<file path="src/rtl/vgs_pkg.sv">
package vgs_pkg;

    localparam int unsigned VGS_LANES  = 3;
    localparam int unsigned VGS_ADDR_W = 3;

    // Lane identities in lane order
    typedef enum logic [1:0] {
        LANE_GY   = 2'd0,
        LANE_RCR  = 2'd1,
        LANE_BCB  = 2'd2,
        LANE_NONE = 2'd3
    } vgs_lane_e;

    typedef struct packed {
        logic      is_offset;
        vgs_lane_e lane;
    } vgs_addr_t;

    function automatic vgs_addr_t vgs_decode(input logic [VGS_ADDR_W-1:0] a);
        vgs_addr_t d;
        d.is_offset = a[2];
        d.lane      = vgs_lane_e'(a[1:0]);
        return d;
    endfunction

endpackage

</file>
<file path="src/rtl/vgs_cfg_regs.sv">
module vgs_cfg_regs
    import vgs_pkg::*;
#(
    parameter int unsigned NCH      = 3,
    parameter int unsigned IN_W     = 10,
    parameter int unsigned GAIN_W   = 11,
    parameter int unsigned GAIN_RST = 1024
) (
    input  logic                    clk,
    input  logic                    rst,
    input  logic                    cfg_we,
    input  logic [VGS_ADDR_W-1:0]   cfg_addr,
    input  logic [GAIN_W-1:0]       cfg_wdata,
    output logic [NCH*GAIN_W-1:0]   gain_flat,
    output logic [NCH*IN_W-1:0]     off_flat
);

    vgs_addr_t dec;
    assign dec = vgs_decode(cfg_addr);

    for (genvar c = 0; c < NCH; c++) begin : g_lane_regs
        logic [GAIN_W-1:0] gain_q;
        logic [IN_W-1:0]   off_q;
        logic              hit;

        assign hit = cfg_we && (32'(dec.lane) == c);

        always_ff @(posedge clk) begin
            if (rst) begin
                gain_q <= GAIN_W'(GAIN_RST);
                off_q  <= '0;
            end else if (hit) begin
                if (dec.is_offset) begin
                    off_q <= cfg_wdata[IN_W-1:0];
                end else begin
                    gain_q <= cfg_wdata;
                end
            end
        end

        assign gain_flat[c*GAIN_W +: GAIN_W] = gain_q;
        assign off_flat[c*IN_W +: IN_W]      = off_q;
    end

endmodule

</file>
<file path="src/rtl/vgs_lane.sv">
module vgs_lane #(
    parameter int unsigned IN_W   = 10,
    parameter int unsigned GAIN_W = 11,
    parameter int unsigned FRAC_W = 10,
    parameter int unsigned OUT_W  = 11
) (
    input  logic              clk,
    input  logic              rst,
    input  logic              s0_valid,
    input  logic              s1_valid,
    input  logic [IN_W-1:0]   in_code,
    input  logic [GAIN_W-1:0] gain,
    input  logic [IN_W-1:0]   offset,
    output logic [OUT_W-1:0]  out_code
);

    localparam int unsigned PROD_W = IN_W + GAIN_W;
    localparam int unsigned SHR_W  = PROD_W - FRAC_W;

    // Stage 1: offset removal with clamp, gain snapshot
    logic [IN_W-1:0]   diff_q;
    logic [GAIN_W-1:0] gain_q;
    logic [IN_W-1:0]   diff_d;

    assign diff_d = (in_code >= offset) ? (in_code - offset) : '0;

    always_ff @(posedge clk) begin
        if (rst) begin
            diff_q <= '0;
            gain_q <= '0;
        end else if (s0_valid) begin
            diff_q <= diff_d;
            gain_q <= gain;
        end
    end

    // Stage 2: multiply, shift, saturate
    logic [PROD_W-1:0] prod;
    logic [SHR_W-1:0]  scaled;
    logic [OUT_W-1:0]  sat_d;

    assign prod   = PROD_W'(diff_q) * PROD_W'(gain_q);
    assign scaled = prod[PROD_W-1:FRAC_W];

    if (SHR_W > OUT_W) begin : g_sat
        assign sat_d = (scaled > SHR_W'({OUT_W{1'b1}})) ? {OUT_W{1'b1}}
                                                         : scaled[OUT_W-1:0];
    end else if (SHR_W == OUT_W) begin : g_fit
        assign sat_d = scaled;
    end else begin : g_ext
        assign sat_d = OUT_W'(scaled);
    end

    always_ff @(posedge clk) begin
        if (rst) begin
            out_code <= '0;
        end else if (s1_valid) begin
            out_code <= sat_d;
        end
    end

endmodule

</file>
<file path="src/rtl/vid_gain_scaler.sv">
module vid_gain_scaler
    import vgs_pkg::*;
#(
    parameter int unsigned NCH      = VGS_LANES,
    parameter int unsigned IN_W     = 10,
    parameter int unsigned GAIN_W   = 11,
    parameter int unsigned FRAC_W   = 10,
    parameter int unsigned OUT_W    = 11,
    parameter int unsigned GAIN_RST = 1024
) (
    input  logic                  clk,
    input  logic                  rst,
    input  logic                  cfg_we,
    input  logic [2:0]            cfg_addr,
    input  logic [GAIN_W-1:0]     cfg_wdata,
    input  logic                  in_valid,
    input  logic [NCH*IN_W-1:0]   in_data,
    output logic                  out_valid,
    output logic [NCH*OUT_W-1:0]  out_data
);

    logic [NCH*GAIN_W-1:0] gain_flat;
    logic [NCH*IN_W-1:0]   off_flat;
    logic                  v1_q;
    logic                  v2_q;

    vgs_cfg_regs #(
        .NCH      (NCH),
        .IN_W     (IN_W),
        .GAIN_W   (GAIN_W),
        .GAIN_RST (GAIN_RST)
    ) cfg_i (
        .clk       (clk),
        .rst       (rst),
        .cfg_we    (cfg_we),
        .cfg_addr  (cfg_addr),
        .cfg_wdata (cfg_wdata),
        .gain_flat (gain_flat),
        .off_flat  (off_flat)
    );

    always_ff @(posedge clk) begin
        if (rst) begin
            v1_q <= 1'b0;
            v2_q <= 1'b0;
        end else begin
            v1_q <= in_valid;
            v2_q <= v1_q;
        end
    end

    for (genvar c = 0; c < NCH; c++) begin : g_lane
        vgs_lane #(
            .IN_W   (IN_W),
            .GAIN_W (GAIN_W),
            .FRAC_W (FRAC_W),
            .OUT_W  (OUT_W)
        ) lane_i (
            .clk      (clk),
            .rst      (rst),
            .s0_valid (in_valid),
            .s1_valid (v1_q),
            .in_code  (in_data[c*IN_W +: IN_W]),
            .gain     (gain_flat[c*GAIN_W +: GAIN_W]),
            .offset   (off_flat[c*IN_W +: IN_W]),
            .out_code (out_data[c*OUT_W +: OUT_W])
        );
    end

    assign out_valid = v2_q;

endmodule

</file>
<file path="config.mk">
export PLATFORM = sky130hd
export DESIGN_NAME = vid_gain_scaler
export DESIGN_NICKNAME = d
export VERILOG_FILES = /design/src/rtl/vgs_pkg.sv /design/src/rtl/vgs_cfg_regs.sv /design/src/rtl/vgs_lane.sv /design/src/rtl/vid_gain_scaler.sv
export SDC_FILE = /design/constraint.sdc
export NUM_CORES = 1
export LEC_CHECK = 0
export ABC_AREA = 1
export BUFFER_PORTS_ARGS = -buffer_cell sky130_fd_sc_hd__buf_4
export CORE_MARGIN = 2
export CORE_UTILIZATION = 55
export CTS_BUF_LIST = sky130_fd_sc_hd__clkbuf_8
export DETAILED_ROUTE_END_ITERATION = 7
export GPL_ROUTABILITY_DRIVEN = 0
export PLACE_DENSITY = 0.72
export SYNTH_ARGS = -nofsm -noshare
export SYNTH_HDL_FRONTEND = slang
export SYNTH_HIERARCHICAL = 1
export SYNTH_SLANG_ARGS = --single-unit
</file>
<file path="constraint.sdc">
create_clock -name clk -period 6.16 [get_ports clk]
set_input_delay 0.924 -clock clk [delete_from_list [all_inputs] [get_ports clk]]
set_output_delay 0.924 -clock clk [all_outputs]
set_load 0.01 [all_outputs]
</file>
* After elaboration in Yosys (flattened, before gate mapping)
Index checks and enable logic that the tools add are counted.
Operators by class: add/sub/neg operators 3, multipliers 3, $lt $le $gt $ge 3, equal/unequal tests 2, muxes and demuxes 3, bitwise logic cells 1, reduce and logical (&&, ||, !) cells 10
Operators by type and width (number):
- 10-bit by 11-bit multiplier with 21-bit output | 3
- 10-bit >= comparator | 3
- 10-bit two-way mux | 3
- 10-bit subtractor | 3
- 2-bit AND reduction | 6
- 1-bit logical AND | 3
- 2-bit by 1-bit equality test with 1-bit output (second input constant) | 1
- 2-bit equality test (second input constant) | 1
- 2-bit logical NOT | 1
- 1-bit NOT | 1
Storage, ports and cells: bits in registers 161, word-level logic and storage cells 42

* Logic depth before layout (Yosys ltp)
Gate-level depths: netlist (run 1).
depth in word-level cells 3, mapped depth 24

* Hierarchy
The synthesis (run 1) kept the hierarchy.
By module, submodules not included:
- vgs_lane at g_lane[0].lane_i | times used 1, cells each 798, area each 5536.6 um^2
- vgs_lane at g_lane[1].lane_i | times used 1, cells each 797, area each 5535.3 um^2
- vgs_lane at g_lane[2].lane_i | times used 1, cells each 796, area each 5481.5 um^2
- vgs_cfg_regs | times used 1, cells each 409, area each 2695.1 um^2
- vid_gain_scaler | times used 1, cells each 6, area each 55.1 um^2

* Worst setup path after synthesis (run 1)
Ideal clock, no wire load.
path type register to register, from register g_lane[0].lane_i.diff_q[3], to register g_lane[0].lane_i.out_code[5], setup time 109 ps, arrival time 4510 ps, required time 6051 ps, slack 1541 ps, cell stages (with the launch flop) 24, cell sequence dfxtp_1 > clkbuf_1 > nand2_1 > fa_1 > inv_1 > fa_1 > inv_1 > fa_1 > inv_1 > fa_1 > inv_1 > fa_1 > inv_1 > ha_1 > a21oi_1 > o21ai_1 > a21oi_1 > nand2_2 > nand2_1 > nand2_1 > nand2_1 > nand3_1 > nand2_1 > inv_1
On the way: cells in the longest elaborated chain, start to end 1
RTL lines:
- start: declaration | RTL line vgs_lane.sv:21 | logic [IN_W-1:0] diff_q;
- start signal: assignment | RTL line vgs_lane.sv:32 | diff_q <= diff_d;
- 10-bit by 11-bit multiplier with 21-bit output | RTL line vgs_lane.sv:42 | assign prod = PROD_W'(diff_q) * PROD_W'(gain_q);
- end signal: assignment | RTL line vgs_lane.sv:58 | out_code <= sat_d;
- end: declaration | RTL line vgs_lane.sv:14 | output logic [OUT_W-1:0] out_code
No other way between the ends. A chain may end at the register's enable or synchronous reset.

* Worst setup path in the final report (run 1)
from register g_lane[1].lane_i.diff_q[1], to register g_lane[1].lane_i.out_code[7]
On the way: cells in the longest elaborated chain, start to end 1
RTL lines (RTL line):
- start: declaration | vgs_lane.sv:21
- start signal: assignment | vgs_lane.sv:32
- 10-bit by 11-bit multiplier with 21-bit output | vgs_lane.sv:42
- end signal: assignment | vgs_lane.sv:58
- end: declaration | vgs_lane.sv:14
No other way between the ends.

==> impl_results.md, run 1 <==
- Post-DR vias/cell: 5.168
- Die ar.: 36610 um2
- Final Power: 2890 uW
- HP Class: register to register
- Worst Path Arrival: 5350 ps
- Worst setup SP type: register
- DR pass1 iterations: 5
- Layout cells sized above 1: 0.06370
- Die span in x: 191.3 um
- Synth Net Count: 3256
- Final Hold Viols: 0
- Grt total ovfl: 0
- Avg Inst Size Synth: 6.879 um2
- Total negative setup slack: 0 ps
- 1st-iter DRT viols: 1093
- Port bufs: 81
- # rows: 68
- Commonest non-fill, non-tap cell in the layout: nand2_1
- Share of the synthesized area in the top cell type: 0.2178
- VDD IR max: 0.1516 mV
- ANT cells: 0
- Post-CTS Setup Bufs: 0
- Pwr Density: 141.6 nW/um2
- PostCTS Resize Cnt: 0
- Top post-synthesis cells by area: fa_1, dfxtp_1, nand2_1, inv_1, ha_1
- Status: completed
- Worst r2r src: g_lane[1].lane_i/diff_q[1]
- Final Cell Area: 20410 um2
- Setup violators final: 0
- Vias: 16.87k
- CP most frequent cell: inv_1
- Critical path required time: 6560 ps
- Post-Syn Instances: 2806
- Syn-to-layout area delta: 5.743%
- Clock root buffer: clkbuf_8
- DRC viols: 0
- CP endpoint kind: register
- Largest stage delay on the critical path: 690 ps
- Crit-path cells: nand2_1, fa_1, inv_1, fa_1, inv_1, fa_1, inv_1, fa_1, inv_1, fa_1, inv_1, ha_1, nand2_1, o21ai_0, inv_1, nand2_1, nand2_1, nand3_1, nand3_1, nand2_1, inv_1
- Initial antenna violation count: 0
- Unrepaired setup endpoints after global routing: no
- Later-pin clock latency in the skew report: 500 ps
- Final nets: 3248
- Core area: 34540 um2
- CTS tree: yes
- Period minus WS final: 4951 ps
- Slew HR: 0.3245
- Mapped Area: 19300 um2
- Clock Path Buffers: 2
- Hold Buf Count CTS: 0
- CTS sink count: 161
- Fill cells: 3285
- Ys Warns: 6
- Largest net degree at the start of global routing: 76
- Final Skew: 22.49 ps
- Wire per inst: 13.85 um
- Tot GR Track Use: 0.2663
- Seq/Total Area, Yosys: 0.1670
- Period utilisation layout: 0.8037
- Starting Density: 0.5588
- Max Cap Viol: 0
- Worst slew pin tran: 1013 ps
- Crit path from: g_lane[1].lane_i/diff_q[1]
- Placed Area: 20010 um2
- Number of global-route vias before repair: 17.24k
- ANT nets after route: 0
- Max-slew violations: 0
- Clock transition at path regs: 100 ps
- H-tree depth: 4
- Slowest CP cell: dfxtp_1
- Leading area contributor after synthesis: fa_1
- Leakage: 0.01228 uW
- First-pass GRT wire length: 79.47 mm
- Total wire length: 45.21 mm
- Achievable Freq: 0.2020 GHz
- Commonest non-fill, non-tap cells in the layout: nand2_1, inv_1, nor2_1
- Synth cell types: 45
- Worst Hold Launch: cfg_i/g_lane_regs[2].gain_q[0]
- Seq cells post-synth: 161
- Post-Place Cells: 3234
- Num ports: 82
- Die height: 191.3 um
- CTS Buf Count: 17
- Finished Layout Cells: 3265
- HPWL Detailed: 35.14 mm
- Max FO, Critical Path: 11
- Hold WS: 487.0 ps
- WS Path Type: register to register
[per-stage QoR]
| stage | utilization | worst slack (ps) |
|---|---|---|
| 2_1_floorplan | - | 1541 |
| 3_3_place_gp | 0.5794 | 1339 |
| 3_5_place_dp | 0.5794 | 1233 |
| 4_1_cts | 0.5909 | 1229 |
| 5_1_grt | 0.5909 | 842.5 |
| 6_report | 0.5909 | 1209 |
[cell usage after synthesis (all sizes together)]
cell / count
a21boi: 5
a21o: 13
a21oi: 115
a22oi: 1
a31oi: 2
and2: 2
buf: 25
clkbuf: 84
clkinv: 2
dfxtp: 161
fa: 210
ha: 192
inv: 653
nand2: 709
nand3: 113
nand3b: 3
nand4: 28
nor2: 324
nor3: 10
nor4: 5
o211ai: 1
o21a: 4
o21ai: 101
o21bai: 10
o31ai: 1
or2: 9
xnor2: 6
xor2: 17
[worst paths after layout]
check,endpoint,slack (ps),cells past startpoint
min reg2reg,cfg_i/g_lane_regs[2].gain_q[0],490,2
max reg2reg,g_lane[1].lane_i/out_code[7],1210,21
min,cfg_i/g_lane_regs[2].gain_q[0],490,2
max,g_lane[1].lane_i/out_code[7],1210,21
[critical path: cells and delay by family (launching register included)]
family	cells	cell delay, ps
simple gates	7	700
compound gates	1	260
flops	1	690
fa+ha+maj	6	2850
buf+inv	7	360
[state kept, by name (all words and copies together) (netlist names)]
signal                    cells
g_lane.lane_i/out_code       33
out_valid                     1
cfg_i/g_lane_regs.gain_q     33
v1_q                          1
g_lane.lane_i/gain_q         33
g_lane.lane_i/diff_q         30
cfg_i/g_lane_regs.off_q      30
[kinds of logic after synthesis]
family	share of synthesized area
adders and majority gates	0.3422
AOI/OAI and AO/OA	0.07104
buffers and inverters	0.1523
xor gates and xnor gates	0.01044
DFF	0.1670
and+or+nand+nor	0.2571
[report_power, final]
part / internal [uW] / switching, uW
registers: 1100 / 130
logic: 319 / 509
clock network: 338 / 494
total: 1760 / 1130
[layout make-up]
type	instances	area, um2	share of cell area
multi-input cells	1881	13140	0.6438
flip-flops and latches	161	3224	0.1580
inverters	655	2464	0.1207
repair buffers	82	615.6	0.03016
well taps	455	569.3	0.02789
clock buffers	17	234.0	0.01146
clock inverters	14	163.9	0.008030
[metal layers]
| metal | GRT usage | up-vias | wire, um | share of wire |
|---|---|---|---|---|
| met5 | 0 | - | 0 | 0 |
| met1 | 0.3306 | 7930 | 19490 | 0.43 |
| li1 | - | 8354 | - | - |
| met2 | 0.4681 | 474 | 21890 | 0.48 |
| met3 | 0.03066 | 114 | 2197 | 0.049 |
| met4 | 0.1112 | 0 | 1630 | 0.036 |
Note: power is estimated with default switching activity, not from simulation.
==> run 2, diff against run 1 <==
--- a/config.mk
+++ b/config.mk
@@ -12,7 +12,7 @@
 export CTS_BUF_LIST = sky130_fd_sc_hd__clkbuf_8
 export DETAILED_ROUTE_END_ITERATION = 7
 export GPL_ROUTABILITY_DRIVEN = 0
-export PLACE_DENSITY = 0.72
+export PLACE_DENSITY = 0.75
 export SYNTH_ARGS = -nofsm -noshare
 export SYNTH_HDL_FRONTEND = slang
 export SYNTH_HIERARCHICAL = 1
==> constraint.sdc (replaced) <==
create_clock -name clk -period 4.5 [get_ports clk]
set_input_delay 0.675 -clock clk [delete_from_list [all_inputs] [get_ports clk]]
set_output_delay 0.675 -clock clk [all_outputs]
set_load 0.01 [all_outputs]
==> run 2 against run 1 <==
Compared with the run above:
- the flow now finishes with violations (setup timing)
- register-to-register slack worse by 1300 ps
- core utilization is 6.9 points higher
- non-clock buffer count increased by 160
- combinational power rose by 100%
- highest routed layer unchanged
==> impl_results.md, run 2 (same netlist as run 1, synthesis figures left out) <==
- Status: finished with violations
- Violated checks: setup timing
- Hold WS: 480.4 ps
- Period utilisation layout: 1.020
- Max Cap Viol: 0
- Number of global-route vias before repair: 17.31k
- Clock transition at path regs: 100 ps
- Hold Crit Depth: 3
- Die ar.: 36610 um2
- Biggest regs: cfg_i/g_lane_regs.gain_q: 33 flops, g_lane.lane_i/gain_q: 33 flops, g_lane.lane_i/out_code: 33 flops
- Leakage: 0.01324 uW
- Tot GR Track Use: 0.2734
- Commonest non-fill, non-tap cell in the layout: nand2_1
- Setup ws final: -90.92 ps
- First-pass GRT wire length: 81.59 mm
- Total wire length: 50.22 mm
- DRC viols: 0
- Later-pin clock latency in the skew report: 470 ps
- Clock Path Buffers: 2
- CTS sink count: 161
- HP Class: input pin to register
- Clock root buffer: clkbuf_8
- Max-slew violations: 0
- Worst Path Arrival: 4980 ps
- Wire per inst: 14.66 um
- Period minus WS final: 4591 ps
- Die height: 191.3 um
- Grt total ovfl: 0
- Critical path required time: 4880 ps
- Pwr Density: 193.3 nW/um2
- Slew HR: 0.3146
- WS Path Type: register to register
- Unrepaired setup endpoints after global routing: yes
- Finished Layout Cells: 3426
- Worst slew pin tran: 1028 ps
- Fill cells: 2829
- Num ports: 82
- CP endpoint kind: register
- Initial antenna violation count: 0
- Worst setup SP type: register
- Util after Layout: 0.6600
- H-tree depth: 4
- Die span in x: 191.3 um
- Final nets: 3408
- DR pass1 iterations: 6
- Layout cells sized above 1: 0.1925
- Syn-to-layout area delta: 18.11%
- VDD IR max: 0.2259 mV
- # rows: 68
- Largest net degree at the start of global routing: 64
- Port bufs: 81
- CTS Buf Count: 17
- Total negative setup slack: -310.8 ps
- Commonest non-fill, non-tap cells in the layout: nand2_1, inv_1, nor2_1
- Core area: 34540 um2
- Starting Density: 0.5588
- Hold Buf Count CTS: 0
- ANT cells: 0
- Max FO, Critical Path: 4
- Setup violators final: 8
- Post-DR vias/cell: 5.187
- HPWL Detailed: 38.84 mm
- Post-Place Cells: 3379
- Final Skew: 13.10 ps
- Achievable Freq: 0.2178 GHz
- 1st-iter DRT viols: 1237
- Final Hold Viols: 0
- ANT nets after route: 0
- CTS tree: yes
- Vias: 17.77k
- Worst r2r path cells: 18
-- run 2: cell count changes in the layout (fill, tap and decap cells not counted), sizes merged --
cell,before,now
inv,661,658
bufinv,1,2
buf,82,242
clkinvlp,2,1
clkbuf,17,21
-- run 2: critical path: stages, from the launching register on --
cell and delay (ps):
dfxtp_4 380, buf_4 110, nand2_1 70, fa_1 500
inv_1 60, fa_1 500, fa_1 520, fa_1 540
inv_2 40, fa_1 530, inv_1 70, ha_4 250
a21oi_2 180, o21ai_1 130, a21oi_1 190, a21o_1 150
nand3_1 140, nand2_1 110, inv_1 40
-- run 2: routing by layer --
layer  vias to the layer above  part of all wire  GRT usage
li1                       8659                 -          -
met1                      8370              0.44     0.3851
met2                       662              0.48     0.4543
met3                        81             0.070    0.03396
met4                         0             0.018    0.05030
met5                         -                 0          0
-- run 2: cell type report --
cell class | count | area, um2 | area share
clock buffers | 21 | 289.0 | 0.01268
clock inverters | 11 | 127.6 | 0.005598
inverters | 655 | 2464 | 0.1081
multi-input cells | 1881 | 14130 | 0.6200
flip-flops and latches | 161 | 3344 | 0.1467
well taps | 455 | 569.3 | 0.02497
repair buffers | 242 | 1871 | 0.08204
-- run 2: worst paths after layout --
path | startpoint | to | slack [ps]
hold reg to reg | cfg_i/g_lane_regs[1].gain_q[2] | g_lane[1].lane_i/gain_q[2] | 490
setup / recovery | g_lane[0].lane_i/diff_q[4] | g_lane[0].lane_i/out_code[3] | -90
hold / removal | cfg_wdata[10] | cfg_i/g_lane_regs[1].gain_q[10] | 480
setup reg to reg | g_lane[0].lane_i/diff_q[4] | g_lane[0].lane_i/out_code[3] | -90
-- run 2: where the power goes --
group	leakage (uW)	switching, uW	internal (uW)
Clock	0.000216	587	557
Combinational	0.0117	963	695
Sequential	0.00134	99.8	1510
Total	0.0132	1650	2760
-- run 2: what timing repair did --
item	in CTS	in global routing
resized for setup	73	255
pin swaps	13	128
endpoints found under the setup margin	32	33
buffers inserted	1	15
-- run 2: stage by stage --
step           total power, uW  setup WS (ps)  area (um2)
2_1_floorplan             2501         -3.167       19330
3_3_place_gp              2980         -102.1       21100
3_5_place_dp              3012         -195.7       21100
4_1_cts                   4199         -2.351       21750
5_1_grt                   4682         -236.3       22800
6_report                  4408         -90.92       22800
==> run 3, diff against run 2 <==
--- a/config.mk
+++ b/config.mk
@@ -15,5 +15,4 @@
 export PLACE_DENSITY = 0.75
 export SYNTH_ARGS = -nofsm -noshare
 export SYNTH_HDL_FRONTEND = slang
-export SYNTH_HIERARCHICAL = 1
 export SYNTH_SLANG_ARGS = --single-unit
==> run 3 against run 2 <==
Compared with the run above:
- the flow now finishes without violations
- critical path type unchanged
- non-clock buffer count decreased by 22
- wire length is 2.2% lower
- combinational power down 54%
- largest cell class unchanged
==> impl_results.md, run 3 <==
- Clock root buffer: clkbuf_8
- Wire per inst: 15.91 um
- ANT cells: 0
- WS Path Type: register to register
- DR pass1 iterations: 6
- Status: completed
- # rows: 66
- ANT nets after route: 0
- Starting Density: 0.5592
- Biggest regs: cfg_i.g_lane_regs.gain_q: 33 flops, g_lane.lane_i.gain_q: 33 flops, g_lane.lane_i.out_code: 33 flops
- Worst Path Arrival: 4870 ps
- Async SR Flop Fraction: 0
- Largest net degree at the start of global routing: 59
- WP buf/inv: 4
- Worst setup SP type: register
- Crit-path cells: nand2_2, fa_1, fa_1, inv_1, fa_2, fa_1, inv_1, fa_1, inv_1, ha_4, a21o_1, a21boi_2, buf_4, o21a_1, nand3_1, nand2_1, nor2_2, nor2_1
- Num ports: 82
- VDD IR max: 0.2375 mV
- CTS sink count: 161
- Avg Inst Size Synth: 7.289 um2
- Seq cells post-synth: 161
- Die ar.: 34550 um2
- Commonest non-fill, non-tap cell in the layout: nand2_1
- Most frequent cell after synthesis: nand2_1
- Synth Flop Type: dfxtp_1
- Worst slew pin tran: 1043 ps
- Top post-synthesis cells by area: fa_1, dfxtp_1, ha_1, nand2_1, inv_1
- Die height: 185.9 um
- Ys Warns: 0
- Slowest CP cell: fa_1
- H-tree depth: 4
- Util after Layout: 0.6618
- Post-DR vias/cell: 5.410
- CP endpoint kind: register
- Slew HR: 0.3037
- DRC viols: 0
- Total wire length: 49.11 mm
- Critical path's top delay family: adder cells
- Later-pin clock latency in the skew report: 510 ps
- Pwr Density: 161.2 nW/um2
- Final Hold Viols: 0
- Number of global-route vias before repair: 16.58k
- Hold Buf Count CTS: 0
- First-pass GRT wire length: 77.82 mm
- Syn-to-layout area delta: 18.35%
- CTS Buf Count: 17
- Clock Path Buffers: 2
- Largest stage delay on the critical path: 610 ps
- Initial antenna violation count: 0
- Post-Place Cells: 3035
- CP most frequent cell: fa_1
- 1st-iter DRT viols: 1341
- EDFF count, synth: 0
- Leakage: 0.01217 uW
- Critical path required time: 4890 ps
- HP Class: input pin to register
- Leading area contributor after synthesis: fa_1
- Max FO, Critical Path: 7
- Commonest non-fill, non-tap cells in the layout: nand2_1, inv_1, fa_1, buf_4
- Layout cells sized above 1: 0.1967
- Grt total ovfl: 0
- Post-synth top cells: nand2_1, inv_1, fa_1
- Max-slew violations: 0
- Final nets: 3081
- CTS tree: yes
- Unrepaired setup endpoints after global routing: yes
- Setup violators final: 0
- Clock transition at path regs: 100 ps
- Synth cell types: 39
- Port bufs: 81
- Seq/Total Area, Yosys: 0.1772
- Period minus WS final: 4485 ps
- Die span in x: 185.9 um
- Mapped Area: 18190 um2
- Final Power: 3471 uW
- Synth Net Count: 2946
- Finished Layout Cells: 3086
- Post-Syn Instances: 2496
- Share of the synthesized area in the top cell type: 0.2311
- Tot GR Track Use: 0.2821
- Max Cap Viol: 0
- HPWL Detailed: 37.21 mm
- Achievable Freq: 0.2230 GHz
- Vias: 16.70k
- Period utilisation layout: 0.9966
- Core area: 32540 um2
- Final Skew: 22.92 ps
==> run 3: cell count changes in the layout (fill, tap and decap cells not counted), sizes merged, moves of 20 or more <==
cell	previous run	this run
a22o	0	20
nor2	324	199
nand3	113	77
o21ai	101	149
buf	242	220
inv	658	545
nand2	709	603
==> run 3: cell families after synthesis <==
logic type	share of synthesized area
XOR/XNOR	0.01444
AND/OR/NAND/NOR	0.2012
buffers and inverters	0.1355
AO/OA/AOI/OAI	0.1085
flip-flops	0.1772
adder cells (fa/ha/maj)	0.3631
==> run 3: per-stage QoR <==
step	hold WS [ps]	cell area [um2]	TNS [ps]	setup slack, ps
4_1_cts	419.4	20340	0	2.722
6_report	435.4	21530	0	15.24
3_5_place_dp	443.2	19820	-2063	-186.2
3_3_place_gp	435.7	19820	-430.6	-86.09
2_1_floorplan	424.5	18210	-11.19	-11.19
5_1_grt	449.4	21530	-2070	-154.2
==> run 3: power breakdown <==
| group | internal [uW] | switching [uW] |
|---|---|---|
| clock | 476 | 672 |
| sequential | 1490 | 76.8 |
| combinational | 310 | 448 |
| total | 2270 | 1200 |
==> run 3: timing repair <==
item | 4_1_cts | 5_1_grt
pin swaps | 3 | 100
gates cloned | 0 | 0
buffers inserted | 0 | 19
gates resized for setup | 58 | 286
endpoints found under the setup margin | 26 | 33
==> run 3: per-layer routing <==
metal	vias up	global-route usage	share of wire
met4	0	0.1109	0.038
met2	644	0.4946	0.50
met5	-	0	0
met3	163	0.04461	0.057
met1	8013	0.3472	0.41
li1	7876	-	-
==> run 3: final cells by class <==
cell class,instances,area (um2)
Timing Repair Buffer,220,1708
Sequential cell,161,3349
Fill cell,2637,11000
Inverter,536,2019
Clock inverter,14,146.4
Clock buffer,18,247.7
Multi-Input combinational cell,1695,13510
Tap cell,442,553.0
==> run 3: worst paths after layout <==
| kind | slack [ps] | start | cells past startpoint | end |
|---|---|---|---|---|
| worst max register to register | 20 | g_lane[0].lane_i.gain_q[2] | 18 | g_lane[0].lane_i.out_code[6] |
| worst min-delay path | 440 | cfg_wdata[10] | 3 | cfg_i.g_lane_regs[1].gain_q[10] |
| worst min register to register | 460 | cfg_i.g_lane_regs[0].gain_q[1] | 2 | cfg_i.g_lane_regs[0].gain_q[1] |
| worst max-delay path | 20 | g_lane[0].lane_i.gain_q[2] | 18 | g_lane[0].lane_i.out_code[6] |
==> run 3: worst register-to-register path, cell delays in order, from the launching register on <==
cell      delay, ps
dfxtp_4         430
nand2_2          80
fa_1            610
fa_1            430
inv_1            80
fa_2            440
fa_1            480
inv_1            60
fa_1            490
inv_1            60
ha_4            290
a21o_1          200
a21boi_2        100
buf_4           140
o21a_1          190
nand3_1          70
nand2_1          60
nor2_2          120
nor2_1           40
